[src/rtl/fnd_pkg.sv]
package fnd_pkg;
  typedef enum logic {
    PRE_4_5 = 1'b0,
    PRE_8_9 = 1'b1
  } pre_e;

  localparam int SD_ORDER = 3;

  function automatic int unsigned pre_log2(input logic sel);
    return (sel == PRE_8_9) ? 3 : 2;
  endfunction
endpackage

[src/rtl/fnd_acc_stage.sv]
module fnd_acc_stage #(
  parameter int MOD_W = 12
) (
  input  logic             clk,
  input  logic             rst,
  input  logic             step,
  input  logic             clr,
  input  logic [MOD_W-1:0] x,
  input  logic [MOD_W-1:0] modv,
  output logic [MOD_W-1:0] sum_nx,
  output logic [MOD_W-1:0] acc_q,
  output logic             carry
);
  logic [MOD_W:0] raw;

  always_comb begin
    raw    = {1'b0, acc_q} + {1'b0, x};
    carry  = (raw >= {1'b0, modv});
    sum_nx = carry ? MOD_W'(raw - {1'b0, modv}) : raw[MOD_W-1:0];
  end

  always_ff @(posedge clk) begin
    if (rst)        acc_q <= '0;
    else if (step)  acc_q <= clr ? '0 : sum_nx;
  end
endmodule

[src/rtl/fnd_sd_mod.sv]
module fnd_sd_mod #(
  parameter int N_W   = 12,
  parameter int MOD_W = 12
) (
  input  logic             clk,
  input  logic             rst,
  input  logic             step,
  input  logic [N_W-1:0]   int_val,
  input  logic [MOD_W-1:0] frac_val,
  input  logic [MOD_W-1:0] mod_val,
  output logic [N_W-1:0]   n_q
);
  import fnd_pkg::*;
  localparam int NMAX = (1 << N_W) - 1;

  logic [MOD_W-1:0]    chain [SD_ORDER+1];
  logic [MOD_W-1:0]    acc   [SD_ORDER];
  logic [SD_ORDER-1:0] cy;
  logic [MOD_W-1:0]    mod_q;
  logic                c2d, c3d, c3dd;
  logic                clr;
  logic [N_W-1:0]      n_nx;

  assign chain[0] = frac_val;
  assign clr      = (frac_val == '0) || (mod_val != mod_q);

  for (genvar i = 0; i < SD_ORDER; i++) begin : g_stage
    fnd_acc_stage #(.MOD_W(MOD_W)) u_stage (
      .clk   (clk),
      .rst   (rst),
      .step  (step),
      .clr   (clr),
      .x     (chain[i]),
      .modv  (mod_val),
      .sum_nx(chain[i+1]),
      .acc_q (acc[i]),
      .carry (cy[i])
    );


    acc_wrap_chk: assert property (@(posedge clk) disable iff (rst)
      (mod_q != '0) |-> (acc[i] < mod_q));
  end

  always_comb begin
    int off;
    int ns;
    off = int'(cy[0]) + int'(cy[1]) - int'(c2d)
        + int'(cy[2]) - 2 * int'(c3d) + int'(c3dd);
    ns  = int'(int_val) + off;
    if (ns < 0)         ns = 0;
    else if (ns > NMAX) ns = NMAX;
    n_nx = N_W'(ns);
  end

  always_ff @(posedge clk) begin
    if (rst) begin
      n_q   <= int_val;
      mod_q <= '0;
      c2d   <= 1'b0;
      c3d   <= 1'b0;
      c3dd  <= 1'b0;
    end else if (step) begin
      mod_q <= mod_val;
      if (clr) begin
        n_q  <= int_val;
        c2d  <= 1'b0;
        c3d  <= 1'b0;
        c3dd <= 1'b0;
      end else begin
        n_q  <= n_nx;
        c2d  <= cy[1];
        c3d  <= cy[2];
        c3dd <= c3d;
      end
    end
  end


  last_sum_chk: assert property (@(posedge clk) disable iff (rst)
    (step && !clr) |-> (chain[SD_ORDER] < mod_val));


  int_only_chk: assert property (@(posedge clk) disable iff (rst)
    (step && frac_val == '0) |=> (n_q == $past(int_val)));


  hold_chk: assert property (@(posedge clk) disable iff (rst)
    !step |=> $stable(n_q));
endmodule

[src/rtl/fnd_split.sv]
module fnd_split #(
  parameter int N_W = 12,
  parameter int B_W = 9,
  parameter int A_W = 3
) (
  input  logic [N_W-1:0] n,
  input  logic           pre_sel,
  output logic [B_W-1:0] b_ld,
  output logic [A_W-1:0] a_ld,
  output logic           bad
);
  import fnd_pkg::*;
  localparam int BMAX = (1 << B_W) - 1;

  logic [N_W-1:0] b_full;
  logic [N_W-1:0] a_full;

  always_comb begin
    b_full = n >> pre_log2(pre_sel);
    a_full = n & N_W'((1 << pre_log2(pre_sel)) - 1);
    a_ld   = a_full[A_W-1:0];
    bad    = (b_full == '0) || (b_full > N_W'(BMAX)) || (b_full < a_full);
    if (b_full == '0)              b_ld = B_W'(1);
    else if (b_full > N_W'(BMAX))  b_ld = B_W'(BMAX);
    else                           b_ld = b_full[B_W-1:0];
  end
endmodule

[src/rtl/fnd_swallow_cnt.sv]
module fnd_swallow_cnt #(
  parameter int B_W = 9,
  parameter int A_W = 3
) (
  input  logic           clk,
  input  logic           rst,
  input  logic [B_W-1:0] b_ld,
  input  logic [A_W-1:0] a_ld,
  input  logic           bad_ld,
  output logic           modsel,
  output logic           fb_pulse,
  output logic           n_invalid,
  output logic           load
);
  logic [B_W-1:0] b_left;
  logic [A_W-1:0] a_left;
  logic [A_W-1:0] a_nx;

  assign load = (b_left == B_W'(1));
  assign a_nx = (a_left == '0) ? '0 : a_left - A_W'(1);

  always_ff @(posedge clk) begin
    if (rst) begin
      b_left    <= B_W'(1);
      a_left    <= '0;
      modsel    <= 1'b0;
      fb_pulse  <= 1'b0;
      n_invalid <= 1'b0;
    end else if (load) begin
      b_left    <= b_ld;
      a_left    <= a_ld;
      modsel    <= (a_ld != '0);
      fb_pulse  <= 1'b1;
      n_invalid <= bad_ld;
    end else begin
      b_left    <= b_left - B_W'(1);
      a_left    <= a_nx;
      modsel    <= (a_nx != '0);
      fb_pulse  <= 1'b0;
    end
  end


  fb_after_last_chk: assert property (@(posedge clk) disable iff (rst)
    load |=> fb_pulse);


  modsel_rise_chk: assert property (@(posedge clk) disable iff (rst)
    $rose(modsel) |-> fb_pulse);


  bad_flag_chk: assert property (@(posedge clk) disable iff (rst)
    (load && bad_ld) |=> n_invalid);
endmodule

[src/rtl/frac_n_divider.sv]
module frac_n_divider #(
  parameter  int B_W   = 9,
  parameter  int A_W   = 3,
  parameter  int MOD_W = 12,
  localparam int N_W   = B_W + A_W
) (
  input  logic             clk,
  input  logic             rst,
  input  logic             ref_tick,
  input  logic             pre_sel,
  input  logic [N_W-1:0]   int_val,
  input  logic [MOD_W-1:0] frac_val,
  input  logic [MOD_W-1:0] mod_val,
  output logic             modsel,
  output logic             fb_pulse,
  output logic             n_invalid
);
  logic [N_W-1:0] n_cur;
  logic [B_W-1:0] b_ld;
  logic [A_W-1:0] a_ld;
  logic           bad_ld;
  logic           load;

  fnd_sd_mod #(.N_W(N_W), .MOD_W(MOD_W)) u_mod (
    .clk     (clk),
    .rst     (rst),
    .step    (ref_tick),
    .int_val (int_val),
    .frac_val(frac_val),
    .mod_val (mod_val),
    .n_q     (n_cur)
  );

  fnd_split #(.N_W(N_W), .B_W(B_W), .A_W(A_W)) u_split (
    .n      (n_cur),
    .pre_sel(pre_sel),
    .b_ld   (b_ld),
    .a_ld   (a_ld),
    .bad    (bad_ld)
  );

  fnd_swallow_cnt #(.B_W(B_W), .A_W(A_W)) u_cnt (
    .clk      (clk),
    .rst      (rst),
    .b_ld     (b_ld),
    .a_ld     (a_ld),
    .bad_ld   (bad_ld),
    .modsel   (modsel),
    .fb_pulse (fb_pulse),
    .n_invalid(n_invalid),
    .load     (load)
  );


  reset_quiet_chk: assert property (@(posedge clk)
    $past(rst) |-> (!modsel && !n_invalid && !fb_pulse));
endmodule

[config.mk]
export PLATFORM = sky130hd
export DESIGN_NAME = frac_n_divider
export DESIGN_NICKNAME = d
export VERILOG_FILES = /design/src/rtl/fnd_pkg.sv /design/src/rtl/fnd_acc_stage.sv /design/src/rtl/fnd_sd_mod.sv /design/src/rtl/fnd_split.sv /design/src/rtl/fnd_swallow_cnt.sv /design/src/rtl/frac_n_divider.sv
export SDC_FILE = /design/constraint.sdc
export NUM_CORES = 1
export LEC_CHECK = 0
export ABC_AREA = 1
export ABC_CLOCK_PERIOD_IN_PS = 21700
export BUFFER_PORTS_ARGS = -buffer_cell sky130_fd_sc_hd__buf_2
export CELL_PAD_IN_SITES_DETAIL_PLACEMENT = 1
export CELL_PAD_IN_SITES_GLOBAL_PLACEMENT = 1
export CORE_MARGIN = 2
export CORE_UTILIZATION = 35
export DETAILED_ROUTE_END_ITERATION = 8
export HOLD_SLACK_MARGIN = 0.02
export PLACE_DENSITY_LB_ADDON = 0.1
export RECOVER_POWER = 50
export SETUP_SLACK_MARGIN = 0.2
export SLEW_MARGIN = 20
export SYNTH_ARGS = -nofsm -noshare
export SYNTH_HDL_FRONTEND = slang
export SYNTH_SLANG_ARGS = --single-unit
[constraint.sdc]
create_clock -name clk -period 21.7 [get_ports clk]
set_clock_uncertainty 0.05 [all_clocks]
set_input_delay 3.255 -clock clk [delete_from_list [all_inputs] [get_ports clk]]
set_output_delay 3.255 -clock clk [all_outputs]
set_load 0.01 [all_outputs]
* Word level (Yosys, flattened, before mapping)
Index checks and enable logic that the tools add are counted.
Word-level totals: flip-flop bits (word level) 78, bits of input ports 40, output and inout bits 3, word-level logic and storage cells 71
Cells by class: $add $sub $neg 15, magnitude comparators 7, equal/unequal tests 2, shift-type cells 2, multiplexer cells 22, bitwise gates (word level) 1, reductions and logical operators 9
Operators with widths (count):
- 12-bit two-way mux | 11
- 32-bit by 2-bit adder with 32-bit output | 2
- 12-bit by 12-bit adder with 13-bit output | 3
- 13-bit by 12-bit >= comparator with 1-bit output | 3
- 12-bit subtractor | 3
- 13-bit by 32-bit adder with 32-bit output | 1
- 32-bit by 13-bit > comparator with 1-bit output (second input constant) | 1
- 32-bit by 1-bit less-than comparator with 1-bit output (second input constant) | 1
- 1-bit by 32-bit << shifter with 12-bit output (first input constant) | 1
- 12-bit by 32-bit right shift with 12-bit output | 1
- 32-bit by 2-bit subtractor with 32-bit output | 1
- 32-bit by 3-bit subtractor with 32-bit output | 1
- 9-bit two-way mux | 3
- 12-bit logical NOT | 2
- 12-bit bitwise AND | 1
- 12-bit by 9-bit > comparator with 1-bit output (second input constant) | 1
- 12-bit less-than comparator | 1
- 12-bit inequality test | 1
- 12-bit by 2-bit subtractor with 12-bit output (second input constant) | 1
- 9-bit by 1-bit equality test with 1-bit output (second input constant) | 1
- 9-bit by 1-bit subtractor with 9-bit output (second input constant) | 1
- 1-bit two-way mux | 6
- 3-bit two-way mux | 2
- 3-bit nonzero test | 2
- other kinds (5) | 7

* Logic depth before layout (Yosys ltp)
Gate-level depths: netlist of run 1.
word-level depth 18, mapped depth 80, mapped depth without buffers 78

* Hierarchy
From an unflattened synthesis of run 1, not the netlist that was laid out.
Second synthesis, totals: cell total of the unflattened synthesis 1614, area, all modules 10390.0 um^2
Modules (own cells, without submodules):
- fnd_acc_stage (u_mod.g_stage[0].u_stage ...) | instances 2, cells each 350, area an instance 2314.7 um^2, seq. area each 240.2 um^2
- fnd_sd_mod | instances 1, cells each 357, area an instance 2511.2 um^2, seq. area each 660.6 um^2
- fnd_acc_stage (u_mod.g_stage[1].u_stage) | instances 1, cells each 354, area an instance 2057.0 um^2, seq. area each 240.2 um^2
- fnd_swallow_cnt | instances 1, cells each 132, area an instance 875.8 um^2, seq. area each 300.3 um^2
- fnd_split | instances 1, cells each 71, area an instance 316.6 um^2, seq. area each 0.0 um^2

* Worst setup path after synthesis of run 1
No wires, ideal clock.
path kind input port to flip-flop, start in frac_val[0], end reg u_mod.n_q[11], data pin, library setup time 0.252 ns, arrival time 12.888 ns, required time 21.398 ns, slack 8.510 ns, stages on the path 73, path buffers 1, cells stage by stage ha_1 inv_1 fa_1 inv_1 nand3_1 nand3_1 nand2_1 nand2_1 xnor2_1 inv_1 ha_1 nand2_2 inv_1 a21oi_1 nand3_2 nand2_2 nand2_2 nand2_4 (+37 left out) buf_6 fa_1 fa_1 ha_1 fa_1 nand3_1 nor2_1 nor2_1 o21bai_1 a21oi_1 ha_1 inv_1 nor2_1 nand2_1 o21bai_4 nand2_1 nand2_1 nand2_1
Between the ends: longest elaborated chain between the ends 18, elaborated cells on any way between the ends 25, classes of those cells add/sub (11); order compare (5); mux (7); reduce/logical (2)
Ends and longest elaborated chain:
- start, declared | line frac_n_divider.sv:12 | input logic [MOD_W-1:0] frac_val,
- 12-bit by 12-bit adder with 13-bit output | line fnd_acc_stage.sv:17 | raw = {1'b0, acc_q} + {1'b0, x};
- 12-bit subtractor / 13-bit by 12-bit >= comparator with 1-bit output (equally long branches) | line fnd_acc_stage.sv:19, fnd_acc_stage.sv:18
- 12-bit two-way mux | line fnd_acc_stage.sv:19 | sum_nx = carry ? MOD_W'(raw - {1'b0, modv}) : raw[MOD_W-1:0];
- 12-bit by 12-bit adder with 13-bit output | line fnd_acc_stage.sv:17
- 12-bit subtractor / 13-bit by 12-bit >= comparator with 1-bit output (equally long branches) | line fnd_acc_stage.sv:19, fnd_acc_stage.sv:18
- 12-bit two-way mux | line fnd_acc_stage.sv:19
- 12-bit by 12-bit adder with 13-bit output | line fnd_acc_stage.sv:17
- 13-bit by 12-bit >= comparator with 1-bit output | line fnd_acc_stage.sv:18 | carry = (raw >= {1'b0, modv});
- (+2 left out)
- 32-bit by 2-bit adder with 32-bit output | line fnd_sd_mod.sv:49 | + int'(cy[2]) - 2 * int'(c3d) + int'(c3dd);
- 13-bit by 32-bit adder with 32-bit output | line fnd_sd_mod.sv:50 | ns = int'(int_val) + off;
- 32-bit by 13-bit > comparator with 1-bit output | line fnd_sd_mod.sv:52 | else if (ns > NMAX) ns = NMAX;
- 12-bit two-way mux | line fnd_sd_mod.sv:52
- 12-bit two-way mux | line fnd_sd_mod.sv:51 | if (ns < 0) ns = 0;
- 12-bit two-way mux (*) | line fnd_sd_mod.sv:65 | if (clr) begin
- 12-bit two-way mux (*) | line fnd_sd_mod.sv:63 | end else if (step) begin
- 12-bit two-way mux (*) | line fnd_sd_mod.sv:57 | if (rst) begin
- end signal, assigned | line fnd_sd_mod.sv:58 | n_q <= int_val;
- end signal, assigned | line fnd_sd_mod.sv:66 | n_q <= int_val;
- end signal, assigned | line fnd_sd_mod.sv:71 | n_q <= n_nx;
- end, declared | line fnd_sd_mod.sv:11 | output logic [N_W-1:0] n_q
Every way passes the cells marked *; elsewhere a longest branch is shown, timed or not. The select of a mux whose other input is x is not followed. A chain may end at the register's enable or synchronous reset.

* Worst setup path in the final report of run 1
start in frac_val[0], end reg u_mod.n_q[6], data pin
Same word-level chain as after synthesis.

==> results of run 1 <==
## cell families (layout without fill, tap and decap cells)
group,Yosys count,after routing,synth area share (%)
DFF,78,78,18.4
AOI/OAI and AO/OA,149,149,9.26
adders and majority gates,116,116,16.7
xor gates and xnor gates,59,59,5.64
and+or+nand+nor,804,804,38.6
other,0,1,0
buffers and inverters,250,281,11.5
## routing by layer
layer	vias to the layer above	routed length, µm
li1	4686	-
met1	4277	14000
met2	84	14400
met3	27	511
met4	0	512
met5	-	0
## placed cells by master, fill, tap and decap left out, drive strengths merged
| master | n |
|---|---|
| or2 | 2 |
| edfxtp | 12 |
| and2 | 24 |
| clkinv | 2 |
| nand2 | 476 |
| a21boi | 1 |
| ha | 106 |
| a22o | 1 |
| nand3b | 2 |
| fa | 10 |
| a21oi | 76 |
| dfxtp | 66 |
| diode | 1 |
| a211oi | 2 |
| clkbuf | 16 |
| inv | 226 |
| a21o | 3 |
| o21bai | 17 |
| xor2 | 33 |
| o21a | 1 |
| o21ai | 45 |
| xnor2 | 26 |
| o211ai | 1 |
| nor3 | 4 |
| a31oi | 2 |
| nand2b | 1 |
| buf | 36 |
| nand3 | 151 |
| nor2 | 119 |
| clkinvlp | 1 |
| nand4 | 25 |
## flip-flops by register name (all words and copies together), names as in the netlist
name	cells
u_mod.g_stage.u_stage.acc_q	36
u_mod.mod_q	12
u_mod.n_q	12
u_cnt.b_left	9
u_cnt.a_left	3
u_cnt.fb_pulse	1
u_cnt.modsel	1
u_cnt.n_invalid	1
u_mod.c2d	1
u_mod.c3d	1
u_mod.c3dd	1
## worst paths after layout
kind | startpoint | endpoint | cells past startpoint
setup reg to reg | u_mod.g_stage[0].u_stage.acc_q[0] | u_mod.n_q[6] | 76
hold reg to reg | u_mod.g_stage[2].u_stage.acc_q[5] | u_mod.g_stage[2].u_stage.acc_q[5] | 2
setup / recovery | frac_val[0] | u_mod.n_q[6] | 77
hold / removal | u_mod.g_stage[2].u_stage.acc_q[5] | u_mod.g_stage[2].u_stage.acc_q[5] | 2
## layout make-up
class	count	area, µm²	share of cell area (%)
Inverter	222	835	8.48
Antenna cell	1	2.50	0.0254
Sequential cell	78	1680	17.1
Timing Repair Buffer	43	206	2.10
Multi-Input combinational cell	1128	6410	65.2
Tap cell	335	419	4.26
Clock inverter	7	60.1	0.610
Clock buffer	9	225	2.29
## power by group through the flow
stage / clock network, µW / registers [µW] / logic [µW]
6_report: 156 / 168 / 396
3_3_place_gp: 0 / 171 / 394
3_5_place_dp: 0 / 172 / 399
5_1_grt: 167 / 170 / 453
2_1_floorplan: 0 / 170 / 303
4_1_cts: 160 / 168 / 402
## critical path, delay by kind of cell
kind	cells	cell delay (ns)
simple gates	47	5.39
xor+xnor	2	0.44
buf+inv	10	0.82
compound gates	4	0.65
fa+ha+maj	14	4.73
## metrics by stage
stage | hold WS [ns] | total power [µW] | area, µm²
final | 0.408 | 721 | 9840
after global routing | 0.431 | 789 | 9840
after CTS | 0.411 | 730 | 9870
after detailed placement | 0.400 | 570 | 9580
after global placement | 0.392 | 565 | 9580
after floorplan | 0.380 | 473 | 9160
## cell usage after synthesis (all sizes together)
| library cell | number | area (µm²) |
|---|---|---|
| nand2 | 476 | 1890 |
| inv | 220 | 826 |
| nand3 | 151 | 788 |
| nor2 | 119 | 490 |
| ha | 106 | 1330 |
| a21oi | 76 | 403 |
| dfxtp | 66 | 1320 |
| o21ai | 45 | 225 |
| xor2 | 33 | 289 |
| xnor2 | 26 | 228 |
| nand4 | 25 | 156 |
| and2 | 24 | 150 |
| buf | 18 | 183 |
| o21bai | 17 | 139 |
| edfxtp | 12 | 360 |
| clkbuf | 10 | 37.5 |
| fa | 10 | 200 |
| nor3 | 4 | 20.0 |
| a21o | 3 | 22.5 |
| a211oi | 2 | 15.0 |
| a31oi | 2 | 12.5 |
| clkinv | 2 | 8.75 |
| nand3b | 2 | 15.0 |
| or2 | 2 | 12.5 |
| a21boi | 1 | 7.51 |
| a22o | 1 | 8.76 |
| nand2b | 1 | 6.26 |
| o211ai | 1 | 7.51 |
| o21a | 1 | 7.51 |
==> metrics, run 1 <==
outcome complete, but fails checks; violated checks max-capacitance violations, max-slew violations; Setup crit end kind register; count of nets after finishing 1638; arrival time of data at the critical path endpoint 15.27 ns; area of the die 27500 µm²; maximum number of pins on one net before global-route repair 45; half-perimeter wire length after detailed placement 24900 µm; overall via count from detail_route 9074; data required time at the worst endpoint 21.76 ns; number of global-route vias before repair 9387; Max rail drop VDD 0.0308 mV; post-CTS resize count 0; slowest stage delay, CP 0.55 ns; antenna violations before repair 1; Via density 4.98; post-synthesis net count 1612; placed cells 1806; max-slew violation total from the final report 40; Wirelength per Cell 16.1 µm; Overall Global Routing Usage 21.7%; FILL cells 3511; Clk pin slew, worst setup/hold paths 0.07 ns; classification of the worst setup path input pin to register; share of synthesized area occupied by flip-flops and latches 18.4%; measured slew at the worst slew-check pin 2.24 ns; worst rel slew slack -49.1%; Die Width 166 µm; non-filler instance count after layout 1823; most used cell, CP sky130_fd_sc_hd__nand2_1; leakage power of the design 0.00535 µW; Post-CTS Hold Fix Bufs 0; final setup violation count 0; critical path startpoint category input pin; setup repair after global routing missed its margin false; Clk network pwr share 21.7%; ports placed on the boundary 43; final antenna-violating net count 0; Tcrit/Tclk final 70.1%; most heavily used metal layer in global routing met2; final setup TNS 0 ns; met3 Use GR 2.07%; least setup slack across all paths after layout 6.49 ns; sequential cell fraction of total power 23.3%; wire length of the first global-routing pass 47900 µm; share of power burned in combinational logic 55.0%; Bufs on Longest Clock Path 2; total clock buffers created by CTS 9; Vert. Die Dim 166 µm; initial standard-cell utilization of the core 35.3%; Reg2Reg Setup Slack 9.11 ns; cell area after synthesis 9160 µm²; Netlist cell types 45; internal cell power 378 µW; total count of hold-check failures in the final report 0; CTS tree built; clock period minus worst slack 15.21 ns; later-pin clock latency in the skew report 0.36 ns; Post-Synthesis Mean Instance Area 6.29 µm²; critical-path cell with the highest stage delay sky130_fd_sc_hd__nand2_1; fraction of the core area covered by cells at the end of the flow 38.0%; proportion of layout cells with a drive suffix above 1 7.20%; total congestion overflow after global routing 0; Synth Warn # 0; grt met1 use 28.0%; clock sinks 78; Net Sw Frac 47.6%; clock tree root buffer cell sky130_fd_sc_hd__clkbuf_16; Synth Instances 1456; DR pass1 iterations 5; setup bufs post-CTS 0; count of buffers from port buffering 42; Area Overhead vs Synth 7.46%; initial drt markers 362; register bit count reported by yosys 78; H-tree lvl count 3; Switching Power 343 µW; core region area 25900 µm²; Setup WS pre-CTS 6.58 ns; met2 global-route usage 38.7%; Row Count 59; pwr dens 73.2 nW/µm²; final wirelength 29400 µm; reported max-cap violation count 1; largest driver fanout on the critical path 14; kind of path behind the tightest hold check register to register; number of remaining DRC errors 0; routability congestion estimate from global placement 0.874; Fmax 65.7 MHz
(Power assumes the default switching activity.)
==> inputs of run 2 (changes only) <==
- ABC_CLOCK_PERIOD_IN_PS: 21700 -> 12300
- clock period: 21.7 -> 12.3 ns (I/O delays scaled with it)
==> metrics, run 2 (synthesis results as in run 1) <==
Overall Global Routing Usage 23.3% (was 21.7%); hold_ws 0.416 ns (was 0.408 ns); total congestion overflow after global routing 0 (unchanged); most used cell, CP sky130_fd_sc_hd__nand2_2 (was sky130_fd_sc_hd__nand2_1); maximum number of pins on one net before global-route repair 45 (unchanged); routability congestion estimate from global placement 0.882 (was 0.874); fraction of the core area covered by cells at the end of the flow 47.4% (was 38.0%); number of global-route vias before repair 10100 (was 9387); Reg2Reg Setup Slack 1.96 ns (was 9.11 ns); data required time at the worst endpoint 12.37 ns (was 21.76 ns); violated checks max-capacitance violations, max-slew violations (unchanged); capture instance of the worst register-to-register path u_mod.n_q[7] (was u_mod.n_q[6]); Worst Hold Path EP u_mod.g_stage[0].u_stage.acc_q[8] (was u_mod.g_stage[2].u_stage.acc_q[5]); worst rel slew slack -124% (was -49.1%); wire length of the first global-routing pass 51600 µm (was 47900 µm); leakage power of the design 0.00636 µW (was 0.00535 µW); later-pin clock latency in the skew report 0.36 ns (about the same); overall via count from detail_route 9841 (was 9074); half-perimeter wire length after detailed placement 26800 µm (was 24900 µm); initial drt markers 399 (was 362); total count of hold-check failures in the final report 0 (unchanged); largest driver fanout on the critical path 8 (was 14); count of nets after finishing 1812 (was 1638); clock tree root buffer cell sky130_fd_sc_hd__clkbuf_16 (unchanged); CTS tree built (unchanged); critical-path cell with the highest stage delay sky130_fd_sc_hd__fa_1 (was sky130_fd_sc_hd__nand2_1); final setup violation count 0 (unchanged); critical path startpoint category input pin (unchanged); cell depth of the worst flop-to-flop path 73 (was 76); Tcrit/Tclk final 94.0%; kind of path behind the tightest hold check register to register (unchanged); number of buffers and inverters on the critical path 9 (was 10); Clk pin slew, worst setup/hold paths 0.08 ns (was 0.07 ns); Area Overhead vs Synth 34.0% (was 7.46%); clock sinks 78 (unchanged); final wirelength 33300 µm (was 29400 µm); Wirelength per Cell 16.7 µm (was 16.1 µm); core region area 25900 µm² (unchanged); pwr dens 130 nW/µm² (was 73.2 nW/µm²); Row Count 59 (unchanged); outcome complete, but fails checks (unchanged); reported max-cap violation count 2 (was 1); FILL cells 3368 (was 3511); initial standard-cell utilization of the core 35.3% (unchanged); H-tree lvl count 3 (unchanged); Die Width 166 µm (unchanged); Bufs on Longest Clock Path 2 (unchanged); measured slew at the worst slew-check pin 3.35 ns (was 2.24 ns); max-slew violation total from the final report 85 (was 40); proportion of layout cells with a drive suffix above 1 28.0% (was 7.20%); Reg with most FFs u_mod.g_stage.u_stage.acc_q (unchanged); hold path start u_mod.g_stage[0].u_stage.acc_q[8] (was u_mod.g_stage[2].u_stage.acc_q[5]); leading cell types in the layout, fill and taps excluded sky130_fd_sc_hd__nand2_1 (411), sky130_fd_sc_hd__inv_1 (202), sky130_fd_sc_hd__buf_4 (167) (was sky130_fd_sc_hd__nand2_1 (447), sky130_fd_sc_hd__inv_1 (216), sky130_fd_sc_hd__nand3_1 (146)); number of stages on the worst hold path 2 (unchanged); final antenna-violating net count 0 (unchanged); antenna violations before repair 0 (was 1); Via density 4.93 (was 4.98); ports placed on the boundary 43 (unchanged); Post-CTS Hold Fix Bufs 0 (unchanged); arrival time of data at the critical path endpoint 11.63 ns (was 15.27 ns); count of buffers from port buffering 42 (unchanged); worst setup path startpoint frac_val[0] (unchanged); Max rail drop VDD 0.0627 mV (was 0.0308 mV); number of remaining DRC errors 0 (unchanged); DR pass1 iterations 5 (unchanged); Largest delay share family, worst path adder cells (was simple AND/OR/NAND/NOR gates); total clock buffers created by CTS 9 (unchanged); Ant. Diodes 0 (was 1); clock period minus worst slack 11.57 ns; Fmax 86.5 MHz; Setup crit end kind register (unchanged); number of flip-flops under the largest register name 36 (unchanged); area of the die 27500 µm² (unchanged); slowest stage delay, CP 0.55 ns (about the same); most common library cell in the layout ignoring fill and taps sky130_fd_sc_hd__nand2_1 (unchanged); Vert. Die Dim 166 µm (unchanged); classification of the worst setup path input pin to register (unchanged); startpoint of the most critical register-to-register path u_mod.g_stage[0].u_stage.acc_q[0] (unchanged); Regs by FF count u_mod.g_stage.u_stage.acc_q (36), u_mod.mod_q (12), u_mod.n_q (12) (unchanged)
## run 2: power breakdown
group	switching [µW]	leakage, µW	internal (µW)
registers	15.2	0.000660	282
logic	563	0.00557	470
clock network	132	0.000134	139
total	710	0.00636	891
## run 2: layout make-up
cell class | count | area [µm²] | share of cell area (%)
repair buffers | 215 | 1550 | 12.6
well taps | 335 | 419 | 3.41
multi-input cells | 1130 | 7510 | 61.2
clock buffers | 10 | 229 | 1.87
inverters | 222 | 835 | 6.80
clock inverters | 6 | 45.0 | 0.367
flip-flops and latches | 78 | 1680 | 13.7
## run 2: worst register-to-register path: cells and delay by family (launching register included)
| kind | cells | cell delay, ns |
|---|---|---|
| fa+ha+maj | 14 | 4.06 |
| simple gates | 43 | 3.79 |
| compound gates | 5 | 0.74 |
| buf+inv | 8 | 0.59 |
| xor+xnor | 3 | 0.50 |
| flops | 1 | 0.37 |
## run 2: worst max-delay path by stage
stage	end	slack (ns)	depth (start not counted)
2_1_floorplan	u_mod.n_q[11]	0.52	73
3_3_place_gp	u_mod.n_q[8]	-0.21	69
3_5_place_dp	u_mod.n_q[7]	-0.45	69
4_1_cts	u_mod.n_q[9]	0.24	77
5_1_grt	u_mod.n_q[11]	-0.007	73
6_report	u_mod.n_q[7]	0.73	74
## run 2: repair_timing
item,4_1_cts,5_1_grt
resized for setup,22,186
gates cloned,1,1
buffers inserted,0,19
setup endpoints to repair,12,12
pin swaps,1,68
## run 2: layer usage
layer,global-route usage [%],vias to the layer above,wire length (µm)
li1,-,5036,-
met1,30.0,4672,15200
met2,42.1,96,16800
met3,2.65,37,645
met4,4.76,0,656
met5,0,-,0
## run 2: per-stage QoR
step           setup TNS, ns  cell area, µm²  total power, µW  worst slack (ns)  instances
2_1_floorplan              0            9160              835             0.520       1456
3_3_place_gp           -2.21           10800             1160            -0.207       1959
3_5_place_dp           -4.98           10800             1180            -0.446       1959
4_1_cts                    0           11200             1470             0.245       1976
5_1_grt             -0.00875           12300             1730          -0.00666       1996
6_report                   0           12300             1600             0.734       1996
